**src/rtl/rxdma_pkg.sv**
```systemverilog
package rxdma_pkg;
  localparam int NUM_CH = 8;
  localparam int CH_W = $clog2(NUM_CH);
  localparam int STAT_W = NUM_CH + 1;
  localparam int UNK_BIT = NUM_CH;
  localparam int GRP_SHIFT = 4;

  localparam logic [GRP_SHIFT-1:0] OFF_CTRL    = 4'd4;
  localparam logic [GRP_SHIFT-1:0] OFF_ARM     = 4'd5;
  localparam logic [GRP_SHIFT-1:0] OFF_STATUS  = 4'd6;
  localparam logic [GRP_SHIFT-1:0] OFF_UNKNOWN = 4'd7;
  localparam int IRQ_EN_BIT = 1;

  typedef enum logic [1:0] {
    FLD_DEST  = 2'd0,
    FLD_MATCH = 2'd1,
    FLD_COUNT = 2'd2,
    FLD_NONE  = 2'd3
  } cfgField_e;

  typedef struct packed {
    logic            store;
    logic            fromHold;
    logic [CH_W-1:0] chan;
    logic            park;
    logic            cfgWe;
    cfgField_e       cfgField;
    logic [CH_W-1:0] cfgChan;
  } rxStrobe_t;

  function automatic logic [CH_W-1:0] lowestSet(input logic [NUM_CH-1:0] vec);
    logic [CH_W-1:0] idx;
    idx = '0;
    for (int i = NUM_CH - 1; i >= 0; i--) begin
      if (vec[i]) idx = CH_W'(i);
    end
    return idx;
  endfunction
endpackage

```
**src/rtl/rxdma_ctrl.sv**
```systemverilog
module rxdma_ctrl
  import rxdma_pkg::*;
#(
  parameter int DW = 32,
  parameter int REG_AW = CH_W + GRP_SHIFT
) (
  input  logic              clk,
  input  logic              rstN,
  input  logic              regWe,
  input  logic [REG_AW-1:0] regAddr,
  input  logic [DW-1:0]     regWdata,
  input  logic              inValid,
  input  logic [NUM_CH-1:0] inHit,
  input  logic [NUM_CH-1:0] holdHit,
  input  logic [NUM_CH-1:0] lastVec,
  input  logic [NUM_CH-1:0] cntNonZero,
  input  logic              memLast,
  input  logic [CH_W-1:0]   memChan,
  output logic              inReady,
  output logic              holdValid,
  output logic              irq,
  output logic              irqEn,
  output logic [NUM_CH-1:0] enMask,
  output logic [STAT_W-1:0] status,
  output rxStrobe_t         stb
);
  logic [CH_W-1:0]      chanIdx;
  logic [GRP_SHIFT-1:0] offset;
  logic                 globalWr;
  logic                 wrCtrl, wrArm, wrStatus;
  logic [NUM_CH-1:0]    inHitEn, holdHitEn;
  logic                 accept;
  logic [NUM_CH-1:0]    enNext;
  logic [STAT_W-1:0]    statusNext;

  assign chanIdx  = regAddr[REG_AW-1:GRP_SHIFT];
  assign offset   = regAddr[GRP_SHIFT-1:0];
  assign globalWr = regWe && (chanIdx == '0);
  assign wrCtrl   = globalWr && (offset == OFF_CTRL);
  assign wrArm    = globalWr && (offset == OFF_ARM);
  assign wrStatus = globalWr && (offset == OFF_STATUS);

  assign inReady   = !holdValid;
  assign accept    = inValid && inReady;
  assign inHitEn   = inHit & enMask;
  assign holdHitEn = holdHit & enMask;

  // Decide what the datapath does this cycle
  always_comb begin
    stb = '0;
    stb.cfgField = FLD_NONE;
    if (holdValid && (|holdHitEn)) begin
      stb.store    = 1'b1;
      stb.fromHold = 1'b1;
      stb.chan     = lowestSet(holdHitEn);
    end else if (accept) begin
      if (|inHitEn) begin
        stb.store = 1'b1;
        stb.chan  = lowestSet(inHitEn);
      end else begin
        stb.park = 1'b1;
      end
    end
    if (regWe) begin
      stb.cfgChan = chanIdx;
      unique case (offset)
        4'd0: begin stb.cfgWe = 1'b1; stb.cfgField = FLD_DEST; end
        4'd1: begin stb.cfgWe = 1'b1; stb.cfgField = FLD_MATCH; end
        4'd2: begin stb.cfgWe = 1'b1; stb.cfgField = FLD_COUNT; end
        default: ;
      endcase
    end
  end

  always_comb begin
    enNext = enMask;
    if (stb.store && lastVec[stb.chan]) enNext[stb.chan] = 1'b0;
    if (wrArm) enNext = enNext | (regWdata[NUM_CH-1:0] & cntNonZero);
  end

  always_comb begin
    statusNext = status;
    if (wrStatus) statusNext = statusNext & ~regWdata[STAT_W-1:0];
    if (memLast) statusNext[memChan] = 1'b1;
    if (stb.park) statusNext[UNK_BIT] = 1'b1;
  end

  always_ff @(posedge clk) begin
    if (!rstN) begin
      enMask    <= '0;
      status    <= '0;
      irqEn     <= 1'b0;
      holdValid <= 1'b0;
    end else begin
      enMask <= enNext;
      status <= statusNext;
      if (wrCtrl) irqEn <= regWdata[IRQ_EN_BIT];
      if (stb.park) holdValid <= 1'b1;
      else if (stb.store && stb.fromHold) holdValid <= 1'b0;
    end
  end

  assign irq = irqEn && (|status);
endmodule

```
**src/rtl/rxdma_datapath.sv**
```systemverilog
module rxdma_datapath
  import rxdma_pkg::*;
#(
  parameter int DW = 32,
  parameter int MEM_AW = 16,
  parameter int BUS_AW = 16,
  parameter int CNT_W = 16,
  parameter int REG_AW = CH_W + GRP_SHIFT
) (
  input  logic              clk,
  input  logic              rstN,
  input  rxStrobe_t         stb,
  input  logic [BUS_AW-1:0] inAddr,
  input  logic [DW-1:0]     inData,
  input  logic [REG_AW-1:0] regAddr,
  input  logic [DW-1:0]     regWdata,
  input  logic [NUM_CH-1:0] enMask,
  input  logic [STAT_W-1:0] status,
  input  logic              irqEn,
  output logic [NUM_CH-1:0] inHit,
  output logic [NUM_CH-1:0] holdHit,
  output logic [NUM_CH-1:0] lastVec,
  output logic [NUM_CH-1:0] cntNonZero,
  output logic              memWe,
  output logic [MEM_AW-1:0] memAddr,
  output logic [DW-1:0]     memWdata,
  output logic              memLast,
  output logic [CH_W-1:0]   memChan,
  output logic [DW-1:0]     regRdata
);
  logic [MEM_AW-1:0] destQ  [NUM_CH];
  logic [BUS_AW-1:0] matchQ [NUM_CH];
  logic [CNT_W-1:0]  remQ   [NUM_CH];
  logic [BUS_AW-1:0] holdAddr;
  logic [DW-1:0]     holdData;

  for (genvar c = 0; c < NUM_CH; c++) begin : g_cmp
    assign inHit[c]      = (matchQ[c] == inAddr);
    assign holdHit[c]    = (matchQ[c] == holdAddr);
    assign lastVec[c]    = (remQ[c] == CNT_W'(1));
    assign cntNonZero[c] = (remQ[c] != '0);
  end

  always_ff @(posedge clk) begin
    if (!rstN) begin
      for (int c = 0; c < NUM_CH; c++) begin
        destQ[c]  <= '0;
        matchQ[c] <= '0;
        remQ[c]   <= '0;
      end
      holdAddr <= '0;
      holdData <= '0;
      memWe    <= 1'b0;
      memLast  <= 1'b0;
      memAddr  <= '0;
      memWdata <= '0;
      memChan  <= '0;
    end else begin
      memWe   <= stb.store;
      memLast <= stb.store && lastVec[stb.chan];
      if (stb.store) begin
        memAddr  <= destQ[stb.chan];
        memWdata <= stb.fromHold ? holdData : inData;
        memChan  <= stb.chan;
        destQ[stb.chan] <= destQ[stb.chan] + MEM_AW'(1);
        remQ[stb.chan]  <= remQ[stb.chan] - CNT_W'(1);
      end
      if (stb.park) begin
        holdAddr <= inAddr;
        holdData <= inData;
      end
      if (stb.cfgWe) begin
        unique case (stb.cfgField)
          FLD_DEST:  destQ[stb.cfgChan]  <= regWdata[MEM_AW-1:0];
          FLD_MATCH: matchQ[stb.cfgChan] <= regWdata[BUS_AW-1:0];
          FLD_COUNT: remQ[stb.cfgChan]   <= regWdata[CNT_W-1:0];
          default: ;
        endcase
      end
    end
  end

  // Register read mux
  logic [CH_W-1:0]      rdChan;
  logic [GRP_SHIFT-1:0] rdOff;
  assign rdChan = regAddr[REG_AW-1:GRP_SHIFT];
  assign rdOff  = regAddr[GRP_SHIFT-1:0];

  always_comb begin
    regRdata = '0;
    unique case (rdOff)
      4'd0: regRdata = DW'(destQ[rdChan]);
      4'd1: regRdata = DW'(matchQ[rdChan]);
      4'd2: regRdata = DW'(remQ[rdChan]);
      OFF_CTRL:    if (rdChan == '0) regRdata[IRQ_EN_BIT] = irqEn;
      OFF_ARM:     if (rdChan == '0) regRdata = DW'(enMask);
      OFF_STATUS:  if (rdChan == '0) regRdata = DW'(status);
      OFF_UNKNOWN: if (rdChan == '0) regRdata = DW'(holdAddr);
      default: ;
    endcase
  end
endmodule

```
**src/rtl/rx_match_dma.sv**
```systemverilog
module rx_match_dma
  import rxdma_pkg::*;
#(
  parameter int DW = 32,
  parameter int MEM_AW = 16,
  parameter int BUS_AW = 16,
  parameter int CNT_W = 16,
  parameter int REG_AW = CH_W + GRP_SHIFT
) (
  input  logic              clk,
  input  logic              rstN,
  input  logic              regWe,
  input  logic [REG_AW-1:0] regAddr,
  input  logic [DW-1:0]     regWdata,
  output logic [DW-1:0]     regRdata,
  input  logic              inValid,
  input  logic [BUS_AW-1:0] inAddr,
  input  logic [DW-1:0]     inData,
  output logic              inReady,
  output logic              memWe,
  output logic [MEM_AW-1:0] memAddr,
  output logic [DW-1:0]     memWdata,
  output logic              irq
);
  rxStrobe_t         stb;
  logic [NUM_CH-1:0] inHit, holdHit, lastVec, cntNonZero, enMask;
  logic [STAT_W-1:0] status;
  logic              irqEn, holdValid, memLast;
  logic [CH_W-1:0]   memChan;

  rxdma_ctrl #(.DW(DW), .REG_AW(REG_AW)) u_ctrl (
    .clk(clk), .rstN(rstN), .regWe(regWe), .regAddr(regAddr), .regWdata(regWdata),
    .inValid(inValid), .inHit(inHit), .holdHit(holdHit), .lastVec(lastVec),
    .cntNonZero(cntNonZero), .memLast(memLast), .memChan(memChan),
    .inReady(inReady), .holdValid(holdValid), .irq(irq), .irqEn(irqEn),
    .enMask(enMask), .status(status), .stb(stb)
  );

  rxdma_datapath #(.DW(DW), .MEM_AW(MEM_AW), .BUS_AW(BUS_AW), .CNT_W(CNT_W),
                   .REG_AW(REG_AW)) u_dp (
    .clk(clk), .rstN(rstN), .stb(stb), .inAddr(inAddr), .inData(inData),
    .regAddr(regAddr), .regWdata(regWdata), .enMask(enMask), .status(status),
    .irqEn(irqEn), .inHit(inHit), .holdHit(holdHit), .lastVec(lastVec),
    .cntNonZero(cntNonZero), .memWe(memWe), .memAddr(memAddr), .memWdata(memWdata),
    .memLast(memLast), .memChan(memChan), .regRdata(regRdata)
  );
endmodule

```
**config.mk**
```make
export PLATFORM = sky130hd
export DESIGN_NAME = rx_match_dma
export DESIGN_NICKNAME = d
export VERILOG_FILES = /design/src/rtl/rxdma_pkg.sv /design/src/rtl/rxdma_ctrl.sv /design/src/rtl/rxdma_datapath.sv /design/src/rtl/rx_match_dma.sv
export SDC_FILE = /design/constraint.sdc
export NUM_CORES = 2
export LEC_CHECK = 0
export BUFFER_PORTS_ARGS = -buffer_cell sky130_fd_sc_hd__buf_2
export CORE_ASPECT_RATIO = 0.5
export CORE_MARGIN = 2
export CORE_UTILIZATION = 55
export CTS_BUF_LIST = sky130_fd_sc_hd__clkbuf_8
export CTS_CLUSTER_DIAMETER = 100
export DETAILED_ROUTE_END_ITERATION = 6
export HOLD_SLACK_MARGIN = 0.12
export PLACE_DENSITY = 0.74
export SYNTH_ARGS = -nofsm -noshare
export SYNTH_HDL_FRONTEND = slang
export SYNTH_SLANG_ARGS = --single-unit
```
**constraint.sdc**
```tcl
create_clock -name clk -period 5.3 [get_ports clk]
set_input_delay 0.795 -clock clk [delete_from_list [all_inputs] [get_ports clk]]
set_output_delay 0.795 -clock clk [all_outputs]
set_load 0.01 [all_outputs]
```
==> metrics.md <==
| Metric | Value |
|---|---|
| Status | `finished, final reports clean` |
| Placed cell area | `between 30000 and 40000 um2` |
| Cts bufs inserted | `between 70 and 80` |
| Final Hold Viols | `0` |
| Initial Util | `0.5534` |
| Layout Nets | `roughly 3700` |
| Worst slew margin | `0.2029` |
| Cts hold-fix bufs | `0` |
| Async S/R FF share, synth | `0` |
| Placed instance count | `~4300` |
| Design area | `between 30000 and 40000 um2` |
| Sequential element share of the synthesized area | `0.4416` |
| GPL Wtd Cong | `1.077` |
| Largest cells by area after synthesis | `edfxtp_1, dfxtp_1, nand2_1` |
| H-tree depth | `3` |
| Top cell type's share of synthesized area | `0.3654` |
| Total power | `roughly 0.0094 W` |
| Int Pwr | `0.006595 W` |
| Cell accounting for the most synthesized area | `edfxtp_1` |
| Fin Clk Skew | `a little under 0.07 ns` |
| Initial antenna violation count | `7` |
| Post-layout min period | `between 5 and 6 ns` |
| Final setup violation count | `0` |
| Root Buffer | `clkbuf_8` |
| Switching share of power | `0.2947` |
| Max Cap Viol | `0` |
| Clock sinks | `about 500` |
| Clock Latency Late Sink | `0.73 ns` |
| Hold Path Class | `input port to register` |
| Routed len/inst | `slightly above 30 um` |
| Worst-margin pin slew | `between 1 and 1.5 ns` |
| Top-count cell post-synth | `nand2_1` |
| Synth cell count leaders | `nand2_1, edfxtp_1, o21ai_0, clkbuf_1, xnor2_1` |
| Largest net degree at the start of global routing | `82` |
| Gr usage total | `0.4575` |
| Die H | `around 170 um` |
| Hpwl dp | `between 90000 and 100000 um` |
| Die ar. | `around 59000 um2` |
| Vias in the first global route | `about 28000` |
| Pwr Density | `249.1 nW/um2` |
| IO buf count | `about 140` |
| WP data required | `between 5 and 6 ns` |
| Clock power frac | `0.350` |
| Max Fclk | `around 0.19 GHz` |
| Detailed-route vias per instance | `approximately 6.8` |
| Top FF cell, synth | `edfxtp_1` |
| ANT nets after route | `0` |
| CTS tree | `built` |
| DRT Wirelength | `between 100000 and 150000 um` |
| Comb pwr share | `0.151` |
| Reg power frac | `0.498` |
| First-pass GRT wire length | `195700 um` |
| Vias | `about 30000` |
| Switching component of the power | `0.002755 W` |
| Startpoint Class | `register` |
| Layout area overhead | `18.94%` |
| First DRT Iteration DRCs | `roughly 5100` |
| Ports | `roughly 170` |
| Mapped Avg Cell Area | `roughly 9.9 um2` |
| Final clock period utilization by the worst path | `0.9865` |
| CP Max Fanout | `8` |
| Post-Layout Cell Count | `~4400` |
| Drt pass-1 iters | `6` |
| Core area | `approximately 57000 um2` |
| Slew Limit Fails | `0` |
| Cell Area, Synth | `between 30000 and 40000 um2` |
| Cells after synthesis | `~3200` |
| Post-synth EDFFs | `approximately 380` |
| Synth warn | `0` |
| Clk buf depth | `3` |
| Share of post-route cells with drive strength above 1 | `0.2374` |
| Reg clk slew, reported paths | `0.09 ns` |
| DRC viols | `0` |
| Crit path DAT | `5.68 ns` |
| Post-synthesis register bit count | `roughly 500` |
| Lkg Pwr | `13.94 nW` |
| CP Capture Type | `register` |
| Cell Rows | `62` |
| Die Wd | `around 340 um` |
| Yosys cell types | `93` |
| Max VDD drop | `between 0.2 and 0.25 mV` |
| Setup Crit Path Kind | `register to register` |
| Congestion Overflow GR | `0` |
## final cells by class
cell class / count / area [um2]
antenna: 8 / 20.02
clock buffer: 83 / 1142
clock inverter: 54 / 334.1
fill: 4646 / 19480
inverter: 31 / 116.4
multi-input combinational: 2415 / 16630
sequential: 504 / 13940
tap: 768 / 960.9
timing repair buffer: 570 / 4389
## kinds of logic (layout without fill, tap and decap cells)
| family | Yosys count | in the layout | share of synthesized area |
|---|---|---|---|
| AOI/OAI and AO/OA | 632 | 632 | 0.1286 |
| other | 1 | 24 | 0.0001188 |
| and+or+nand+nor | 1264 | 1264 | 0.2021 |
| adders and majority gates | 2 | 2 | 0.0007929 |
| muxes | 217 | 217 | 0.1078 |
| xor gates and xnor gates | 284 | 284 | 0.07978 |
| DFF | 504 | 504 | 0.4416 |
| buffers and inverters | 282 | 738 | 0.03929 |
## worst paths after layout
check | depth (start not counted) | slack (ns) | startpoint | end
setup / recovery | 19 | 0.07 | u_dp.holdAddr[4] | u_dp.destQ[1][14]
hold / removal | 3 | 0.35 | inData[3] | u_dp.holdData[3]
setup reg to reg | 19 | 0.07 | u_dp.holdAddr[4] | u_dp.destQ[1][14]
hold reg to reg | 2 | 0.46 | u_dp.memWdata[29] | u_dp.memWdata[29]
## state kept, by name (all words and copies together), names as in the netlist
| register | count |
|---|---|
| u_dp.memLast | 1 |
| u_dp.memChan | 3 |
| u_dp.holdAddr | 16 |
| u_dp.matchQ | 128 |
| u_ctrl.enMask | 8 |
| u_dp.memWdata | 32 |
| u_ctrl.irqEn | 1 |
| u_ctrl.status | 9 |
| u_dp.memWe | 1 |
| u_dp.remQ | 128 |
| u_dp.memAddr | 16 |
| u_dp.holdData | 32 |
| u_ctrl.holdValid | 1 |
| u_dp.destQ | 128 |
## metal layers
| metal | part of all wire | GRT usage |
|---|---|---|
| met3 | 0.17 | 0.1844 |
| met2 | 0.40 | 0.6373 |
| met4 | 0.048 | 0.1822 |
| met5 | 0.0010 | 0 |
| met1 | 0.38 | 0.6338 |
## power groups by stage
stage | logic (W) | clock network (W) | registers, W
final | 0.00141 | 0.00328 | 0.00466
after global routing | 0.00147 | 0.00344 | 0.00465
after global placement | 0.00134 | 0 | 0.00471
after floorplan | 0.000770 | 0 | 0.00460
after CTS | 0.00136 | 0.00327 | 0.00463
after detailed placement | 0.00135 | 0 | 0.00472
## through the flow
| stage | hold slack [ns] | utilization | setup TNS, ns | setup slack [ns] |
|---|---|---|---|---|
| 3_3_place_gp | 0.4477 | 0.6289 | -63.21 | -0.5144 |
| 2_1_floorplan | 0.4439 | - | 0 | 0.4053 |
| 4_1_cts | 0.3252 | 0.6551 | 0 | 0.03105 |
| 5_1_grt | 0.3636 | 0.6580 | -0.008411 | -0.004619 |
| 6_report | 0.3533 | 0.6583 | 0 | 0.07171 |
| 3_5_place_dp | 0.4541 | 0.6289 | -63.72 | -0.5724 |
## critical path: stages (launching register included)
cell      delay [ns]
dfxtp_2         0.46
buf_4           0.24
xor2_1          0.10
nor4_1          0.27
nand2_1         0.11
or4_1           0.66
nand2_1         0.22
a21oi_1         0.14
or2_2           0.45
buf_12          0.17
buf_4           0.16
nand2_1         0.11
buf_4           0.16
o22ai_1         0.11
a211oi_2        0.40
and4_2          0.38
nor3b_1         0.26
xor2_1          0.23
buf_4           0.18
o21ai_0         0.11
## cell usage in the layout (no fill, tap or decap), drive strengths merged, types with 25 or more instances in the layout
cell	synthesis	layout
or2	25	25
mux2i	107	107
a22oi	44	44
clkbuf	154	83
xor2	134	134
xnor2	150	150
dfxtp	120	120
and2	138	138
a21oi	45	45
buf	97	570
and3	32	32
nand3	71	71
edfxtp	384	384
o22ai	34	34
nand2	588	588
nor2	96	96
nor4	71	71
o21ai	281	281
a21boi	98	98
nor3	38	38
nand4	45	45
inv	31	62
mux4	97	97
## what timing repair did
item / CTS / global route
resized for setup: 2 / 28
setup endpoints to repair: 59 / 152
setup buffers: 2 / 5
pin swaps: 1 / 3
endpoints found under the hold margin: 0 / 0
No activity file was read; power rests on OpenSTA's default activity.
